<file path="config.mk">
export PLATFORM = sky130hd
export DESIGN_NAME = sonet_byte_framer
export DESIGN_NICKNAME = d
export VERILOG_FILES = /design/src/rtl/sfr_pkg.sv /design/src/rtl/sfr_oof_sync.sv /design/src/rtl/sfr_hunt.sv /design/src/rtl/sfr_deser.sv /design/src/rtl/sonet_byte_framer.sv
export SDC_FILE = /design/constraint.sdc
export NUM_CORES = 1
export LEC_CHECK = 0
export BUFFER_PORTS_ARGS = -buffer_cell sky130_fd_sc_hd__buf_4
export CORE_ASPECT_RATIO = 0.5
export CORE_MARGIN = 5
export CORE_UTILIZATION = 58
export DETAILED_ROUTE_END_ITERATION = 6
export PLACE_DENSITY_LB_ADDON = 0.05
export SYNTH_ARGS = -nofsm -noshare
export SYNTH_HDL_FRONTEND = slang
export SYNTH_SLANG_ARGS = --single-unit
</file>
<file path="constraint.sdc">
create_clock -name clk -period 2.2 [get_ports clk]
set_clock_uncertainty 0.05 [all_clocks]
set_input_delay 0.44 -clock clk [delete_from_list [all_inputs] [get_ports clk]]
set_output_delay 0.44 -clock clk [all_outputs]
set_load 0.05 [all_outputs]
</file>
<file path="src/rtl/sfr_pkg.sv">
package sfr_pkg;
  localparam int unsigned SFR_BYTE_W = 8;
  localparam int unsigned SFR_HALF_W = SFR_BYTE_W / 2;
  localparam int unsigned SFR_CNT_W  = $clog2(SFR_BYTE_W);

  // Line is valid when exactly one detect input is high.
  function automatic logic line_valid(input logic det_a, input logic det_b);
    return det_a ^ det_b;
  endfunction

  // Last bit of a word, for a given bit position and width mode.
  function automatic logic word_boundary(input logic [SFR_CNT_W-1:0] pos,
                                         input logic nib);
    logic [SFR_CNT_W-1:0] lim;
    lim = SFR_CNT_W'(SFR_BYTE_W - 1);
    if (nib) return pos[SFR_CNT_W-2:0] == lim[SFR_CNT_W-2:0];
    return pos == lim;
  endfunction

  // Parallel tick derived from the free-running phase counter.
  function automatic logic par_tick(input logic [SFR_CNT_W-1:0] ph,
                                    input logic nib);
    return word_boundary(ph, nib);
  endfunction
endpackage

</file>
<file path="src/rtl/sfr_oof_sync.sv">
module sfr_oof_sync #(
  parameter int unsigned STAGES = 2
) (
  input  logic clk,
  input  logic rst_n,
  input  logic oof_async,
  output logic oof_level,
  output logic oof_rise
);
  logic [STAGES-1:0] sync_q;
  logic              last_q;

  always_ff @(posedge clk) begin
    if (!rst_n) begin
      sync_q <= '0;
      last_q <= 1'b0;
    end else begin
      sync_q <= {sync_q[STAGES-2:0], oof_async};
      last_q <= sync_q[STAGES-1];
    end
  end

  assign oof_level = sync_q[STAGES-1];
  assign oof_rise  = sync_q[STAGES-1] & ~last_q;
endmodule

</file>
<file path="src/rtl/sfr_hunt.sv">
module sfr_hunt
  import sfr_pkg::*;
#(
  parameter logic [SFR_BYTE_W-1:0] A1_BYTE = 8'hF0,
  parameter logic [SFR_BYTE_W-1:0] A2_BYTE = 8'h28,
  parameter int unsigned A1_COUNT = 3,
  parameter int unsigned A2_COUNT = 3
) (
  input  logic                  clk,
  input  logic                  rst_n,
  input  logic                  bit_in,
  input  logic                  oof_level,
  input  logic                  oof_rise,
  input  logic                  nibble,
  output logic                  word_done,
  output logic [SFR_BYTE_W-1:0] word_val,
  output logic                  frame_hit,
  output logic                  pattern_seen,
  output logic                  hunt_on,
  output logic                  byte_last
);
  localparam int unsigned N_BYTES = A1_COUNT + A2_COUNT;
  localparam int unsigned PAT_W   = SFR_BYTE_W * N_BYTES;

  logic [PAT_W-1:0]     pattern;
  logic [PAT_W-1:0]     shift_q;
  logic [PAT_W-1:0]     shift_nx;
  logic [SFR_CNT_W-1:0] pos_q;
  logic                 found_q;
  logic                 hunt_q;

  for (genvar g = 0; g < N_BYTES; g++) begin : g_pat
    if (g < A1_COUNT) begin : g_a1
      assign pattern[PAT_W-1-g*SFR_BYTE_W -: SFR_BYTE_W] = A1_BYTE;
    end else begin : g_a2
      assign pattern[PAT_W-1-g*SFR_BYTE_W -: SFR_BYTE_W] = A2_BYTE;
    end
  end

  assign shift_nx     = {shift_q[PAT_W-2:0], bit_in};
  assign pattern_seen = (shift_nx == pattern);
  assign byte_last    = (pos_q == SFR_CNT_W'(SFR_BYTE_W - 1));
  assign frame_hit    = pattern_seen & (hunt_q | byte_last);
  assign word_done    = frame_hit | word_boundary(pos_q, nibble);
  assign word_val     = nibble ? {shift_nx[SFR_HALF_W-1:0], {SFR_HALF_W{1'b0}}}
                               : shift_nx[SFR_BYTE_W-1:0];
  assign hunt_on      = hunt_q;

  always_ff @(posedge clk) begin
    if (!rst_n) begin
      shift_q <= '0;
      pos_q   <= '0;
      found_q <= 1'b0;
      hunt_q  <= 1'b0;
    end else begin
      shift_q <= shift_nx;
      pos_q   <= frame_hit ? '0 : pos_q + 1'b1;
      if (oof_rise) begin
        hunt_q  <= 1'b1;
        found_q <= 1'b0;
      end else if (hunt_q) begin
        if (pattern_seen) found_q <= 1'b1;
        if ((found_q | pattern_seen) & ~oof_level) hunt_q <= 1'b0;
      end
    end
  end
endmodule

</file>
<file path="src/rtl/sfr_deser.sv">
module sfr_deser
  import sfr_pkg::*;
(
  input  logic                  clk,
  input  logic                  rst_n,
  input  logic                  nibble,
  input  logic                  word_done,
  input  logic [SFR_BYTE_W-1:0] word_val,
  input  logic                  word_frame,
  output logic                  tick,
  output logic                  par_clk,
  output logic                  word_stb,
  output logic [SFR_BYTE_W-1:0] par_data,
  output logic                  frame_pulse
);
  logic [SFR_CNT_W-1:0]  phase_q;
  logic [SFR_BYTE_W-1:0] hold_q;
  logic                  hold_fp_q;

  assign tick    = par_tick(phase_q, nibble);
  assign par_clk = nibble ? ~phase_q[SFR_CNT_W-2] : ~phase_q[SFR_CNT_W-1];

  always_ff @(posedge clk) begin
    if (!rst_n) begin
      phase_q     <= '0;
      hold_q      <= '0;
      hold_fp_q   <= 1'b0;
      word_stb    <= 1'b0;
      par_data    <= '0;
      frame_pulse <= 1'b0;
    end else begin
      phase_q  <= phase_q + 1'b1;
      word_stb <= tick;
      if (tick) begin
        par_data    <= hold_q;
        frame_pulse <= hold_fp_q;
      end
      if (word_done) begin
        hold_q    <= word_val;
        hold_fp_q <= word_frame;
      end else if (tick) begin
        hold_fp_q <= 1'b0;
      end
    end
  end
endmodule

</file>
<file path="src/rtl/sonet_byte_framer.sv">
module sonet_byte_framer
  import sfr_pkg::*;
#(
  parameter logic [7:0] A1_BYTE  = 8'hF0,
  parameter logic [7:0] A2_BYTE  = 8'h28,
  parameter int unsigned A1_COUNT = 3,
  parameter int unsigned A2_COUNT = 3,
  parameter int unsigned SYNC_STAGES = 2
) (
  input  logic       clk,
  input  logic       rst_n,
  input  logic       ser_in,
  input  logic       sd_pecl,
  input  logic       sd_ttl,
  input  logic       oof_async,
  input  logic       nibble_mode,
  output logic       par_clk,
  output logic       word_stb,
  output logic [7:0] par_data,
  output logic       frame_pulse
);
  logic                  bit_in;
  logic                  oof_level;
  logic                  oof_rise;
  logic                  word_done;
  logic [SFR_BYTE_W-1:0] word_val;
  logic                  frame_hit;
  logic                  pattern_seen;
  logic                  hunt_on;
  logic                  byte_last;
  logic                  tick;

  assign bit_in = ser_in & line_valid(sd_pecl, sd_ttl);

  sfr_oof_sync #(.STAGES(SYNC_STAGES)) u_sync (
    .clk(clk), .rst_n(rst_n), .oof_async(oof_async),
    .oof_level(oof_level), .oof_rise(oof_rise)
  );

  sfr_hunt #(
    .A1_BYTE(A1_BYTE), .A2_BYTE(A2_BYTE),
    .A1_COUNT(A1_COUNT), .A2_COUNT(A2_COUNT)
  ) u_hunt (
    .clk(clk), .rst_n(rst_n), .bit_in(bit_in),
    .oof_level(oof_level), .oof_rise(oof_rise), .nibble(nibble_mode),
    .word_done(word_done), .word_val(word_val), .frame_hit(frame_hit),
    .pattern_seen(pattern_seen), .hunt_on(hunt_on), .byte_last(byte_last)
  );

  sfr_deser u_deser (
    .clk(clk), .rst_n(rst_n), .nibble(nibble_mode),
    .word_done(word_done), .word_val(word_val), .word_frame(frame_hit),
    .tick(tick), .par_clk(par_clk), .word_stb(word_stb),
    .par_data(par_data), .frame_pulse(frame_pulse)
  );
endmodule

</file>
Word level (Yosys, flattened, before mapping)
Index checks and enable logic that the tools add are counted.
W data, S select, Z words.
- logic and storage cells: 48
- bits of input ports: 7
- output and inout bits: 11
- register bits after elaboration: 77
- $add $sub $neg: 2
- reduce and logical (&&, ||, !) cells: 4
- muxes and demuxes: 12
- bitwise logic cells: 13
- equality and inequality tests: 5
- operators with widths (cell ; count):
    $eq A48 B48 Y1 const B ; 1
    $mux W1 ; 11
    $mux W8 ; 1
    $add A3 B1 Y3 const B ; 2
    $eq A3 B3 Y1 const B ; 2
    $not A1 Y1 ; 5
    $and A1 B1 Y1 ; 4
    $eq A2 B2 Y1 const B ; 2
    $reduce_or A2 Y1 ; 2
    $or A1 B1 Y1 ; 3
    $reduce_and A2 Y1 ; 1
    $reduce_bool A2 Y1 ; 1
    $xor A1 B1 Y1 ; 1

Longest topological paths before layout
- depth after elaboration: 8
- depth in mapped cells: 6
- depth with buffers taken out: 6

Modules after synthesis
A second synthesis with hierarchy kept.
- cell total of the unflattened synthesis: 237
- area total of the unflattened synthesis: 2676.3 um2
- modules (own cells, without submodules) (module ; sequential area each (um2) ; instances ; cells each ; area an instance (um2)):
    sfr_hunt ; 1041.0 ; 1 ; 147 ; 1714.1
    sfr_deser ; 440.4 ; 1 ; 81 ; 854.6
    sfr_oof_sync ; 60.1 ; 1 ; 7 ; 92.6
    sonet_byte_framer ; 0.0 ; 1 ; 2 ; 15.0

Worst setup path before layout
OpenSTA, ideal clock, no wires.
- path type: input to output
- from: in nibble_mode
- to: out par_clk
- buffers on the path: 1
- data arrival time: 1726 ps
- path slack: -16 ps
- stages on the path: 2
- data required time: 1710 ps
- cells stage by stage: clkbuf_1 > mux2i_1
- longest elaborated chain between the ends: 1
- ends and longest elaborated chain (what ; RTL line ; RTL):
    start: declaration ; sonet_byte_framer.sv:16 ; input logic nibble_mode,
    $mux W1 ; sfr_deser.sv:21 ; assign par_clk = nibble ? ~phase_q[SFR_CNT_W-2] : ~phase_q[SFR_CNT_W-1];
    end: declaration ; sonet_byte_framer.sv:17 ; output logic par_clk,
Every way passes these cells.

Worst setup path in the final report
- from: reg u_hunt.shift_q[32]
- to: reg u_deser.hold_q[4]
- longest elaborated chain between the ends: 3
- ends and longest elaborated chain (what ; RTL line ; RTL):
    start: declaration ; sfr_hunt.sv:26 ; logic [PAT_W-1:0] shift_q;
    start signal: assignment ; sfr_hunt.sv:56 ; shift_q <= shift_nx;
    $eq A48 B48 Y1 ; sfr_hunt.sv:41 ; assign pattern_seen = (shift_nx == pattern);
    $and A1 B1 Y1 ; sfr_hunt.sv:43 ; assign frame_hit = pattern_seen & (hunt_q | byte_last);
    $or A1 B1 Y1 ; sfr_hunt.sv:44 ; assign word_done = frame_hit | word_boundary(pos_q, nibble);
    end signal: assignment ; sfr_deser.sv:39 ; hold_q <= word_val;
    end: declaration ; sfr_deser.sv:17 ; logic [SFR_BYTE_W-1:0] hold_q;
Every way passes these cells.
A chain may end at the register's enable or synchronous reset.

==> out/qor.txt <==
drt drc: 0
status: finished clean
clock latency on the worst-skew pair: 0.33 ns
CP delay by family, top: simple AND/OR/NAND/NOR gates
CTS tree: done
critical path type: flip-flop to flip-flop
Synth warnings: 0
vias in the first global route: 1,535
H-Tree Depth: 3
Reg clk slew, reported paths: 0.07 ns
mean post-synth cell area: 11.0 um2
post-synthesis sequential area ratio: 59.7%
Startpoint Class: flip-flop
WP depth: 5
Slew Limit Fails: 0
Clk pwr share: 40.6%
mapped cell area: 2580 um2
NetSw: 0.000544 W
crit path cell chain: nor4b_1, nand4_1, or4_4, a221o_1, o211a_1
Pre-Repair DR Iteration Count: 4
max-cap check violation count: 0
hpwl dp: 2.76 mm
Switching Share: 21.4%
Max VDD drop: 512 uV
die area: 5970 um2
TritonCTS buffer count: 9
fmax: 0.479 GHz
commonest non-fill, non-tap cell in the layout: dfxtp_1
Root Driver: clkbuf_8
share of power burned in registers: 56.0%
Final Cycle Share: 94.8%
DR iter-0 viols: 78
dominant cell type by area after synthesis: dfxtp_1
final-report setup violation count: 0
critical path's slowest cell: or4_4
Antenna diodes: 0
routability congestion estimate: 0.756
worst-path maximum fanout: 5
Max Root-Sink Buffers: 2
CP Capture Point: u_deser.hold_q[4]
Gate Count Post-Synth: 234
Detail Route Antenna Nets: 0
Final min period: 2.09 ns
Slew HR: 61.5%
final hold vios: 0
vias per inst: 5.18
share of total power in combinational logic: 3.4%
Tot Pwr: 0.00254 W
Yosys cell types: 32
FP Rows: 17
CP max stage delay: 0.60 ns
PortBufs: 17
Die Height: 57.2 um
reg2reg end: u_deser.hold_q[4]
Total Wirelength: 4.13 mm
Fin Setup TNS: 0 ns
Vias: 1,654
Final nets: 268
worst-margin pin slew: 0.577 ns
gr ovfl total: 0
initial antenna violation count: 0
Die W: 104 um
Mapped Nets: 245
share of layout cells above drive strength 1: 17.2%
wire length of the first global-routing pass: 7.12 mm
Critical Path End Type: flip-flop
leakage: 1.30 nW
wire per inst: 12.9 um
reg2reg path depth: 5
Internal: 0.00200 W
I/O Pins: 18
Synth Register Bits: 77
Yosys top cell area share: 59.7%
PwrDens: 849 nW/um2
Min-Delay Path Class: input port to flip-flop
GR Util All Layers: 15.0%
Critical Path Source: u_hunt.shift_q[32]
RR Startpoint: u_hunt.shift_q[32]
CTS sink count: 77
core area: 4360 um2
largest net degree at the start of global routing: 82
Area Overhead vs Synth: 15.8%
WP data arrival: 2.26 ns
top post-synthesis cells by area: dfxtp_1 (60%), and2_1 (13%), nand2_1 (3.3%)
RSZ-0062 raised after global routing: no
CP Data Required Time: 2.38 ns
initial core utilization: 59.2%
Reg2Reg Setup Slack: 0.11 ns
Buf/Inv on CP: 0
most frequent cells in the layout: dfxtp_1 (77), and2_1 (53), nand2_1 (23), buf_4 (22)
==> through the flow <==
| stage | cells | cell area, um2 | utilization (%) | worst slack, ns | hold WS [ns] |
|---|---|---|---|---|---|
| floorplan | 234 | 2590 | - | 0.212 | 0.348 |
| global placement | 301 | 2770 | 63.5 | 0.166 | 0.363 |
| detailed placement | 301 | 2770 | 63.5 | 0.111 | 0.365 |
| CTS | 317 | 2970 | 68.1 | 0.0905 | 0.249 |
| global route | 319 | 2990 | 68.6 | 0.00235 | 0.254 |
| finish | 319 | 2990 | 68.6 | 0.114 | 0.261 |
==> worst min-delay path by stage <==
stage / end / slack (ns) / cells after the start / startpoint
floorplan: u_deser.phase_q[0] / 0.35 / 1 / u_deser.phase_q[0]
global placement: u_deser.phase_q[0] / 0.36 / 1 / u_deser.phase_q[0]
detailed placement: u_deser.phase_q[0] / 0.36 / 1 / u_deser.phase_q[0]
CTS: u_sync.sync_q[0] / 0.25 / 2 / oof_async
global route: u_sync.sync_q[0] / 0.25 / 2 / oof_async
finish: u_sync.sync_q[0] / 0.26 / 2 / oof_async
==> power groups by stage <==
stage	registers [W]	clock network [W]	logic (W)
2_1_floorplan	0.00145	0	0.0000625
3_3_place_gp	0.00145	0	0.0000865
3_5_place_dp	0.00145	0	0.0000870
4_1_cts	0.00142	0.00107	0.0000871
5_1_grt	0.00142	0.00113	0.0000966
6_report	0.00142	0.00103	0.0000863
==> cell type report <==
type | instances | area (um2)
Clock buffer | 10 | 138
Timing Repair Buffer | 22 | 165
Tap cell | 57 | 71.3
Fill cell | 365 | 1370
Sequential cell | 77 | 1540
Multi-Input combinational cell | 146 | 1010
Clock inverter | 6 | 62.6
Inverter | 1 | 3.75
==> per-layer routing <==
| metal | track usage, % | vias to the layer above | routed length (um) |
|---|---|---|---|
| met5 | 0 | - | 0 |
| met4 | 4.43 | 0 | 11 |
| met3 | 7.01 | 2 | 189 |
| met2 | 20.6 | 25 | 1740 |
| met1 | 20.9 | 774 | 2190 |
| li1 | - | 853 | - |
==> sequential cells by signal, summed over array words and instances, names as in the netlist, 2 cells and up <==
| name | count |
|---|---|
| u_hunt.shift_q | 47 |
| u_deser.hold_q | 8 |
| u_deser.par_data | 8 |
| u_deser.phase_q | 3 |
| u_sync.sync_q | 2 |
| u_hunt.pos_q | 3 |
==> Yosys cell counts (all sizes together) <==
master   instances
dfxtp           77
and2            53
nand2           23
a21boi          10
clkbuf          10
nor4b            7
mux2i            6
a41o             4
and3             4
ha               4
nor3             4
o211a            4
nand4            3
nor4             3
o21ai            3
mux2             2
nor2b            2
nor3b            2
a21oi            1
a221o            1
and3b            1
and4             1
and4b            1
inv              1
nand3            1
nor2             1
nor4bb           1
o221a            1
o2bb2ai          1
or4              1
xor2             1
==> timing repair <==
item,in CTS,in global routing
setup endpoints to repair,0,1
resized for setup,0,1
hold buffers,0,0
buffers inserted,0,2
==> worst register-to-register path: stages, from the launching register on <==
cell and delay, ns:
dfxtp_1 0.32, nor4b_1 0.33, nand4_1 0.24, or4_4 0.60, a221o_1 0.33, o211a_1 0.12
==> kinds of logic (layout without fill, tap and decap cells) <==
family	Yosys count	in the layout	share of synthesized area, %
muxes	8	8	3.20
xor gates and xnor gates	1	1	0.339
and+or+nand+nor	108	108	25.3
adders and majority gates	4	4	1.94
AOI/OAI and AO/OA	25	25	7.95
DFF	77	77	59.7
buffers and inverters	11	39	1.60
No activity file was read; power rests on OpenSTA's default activity.
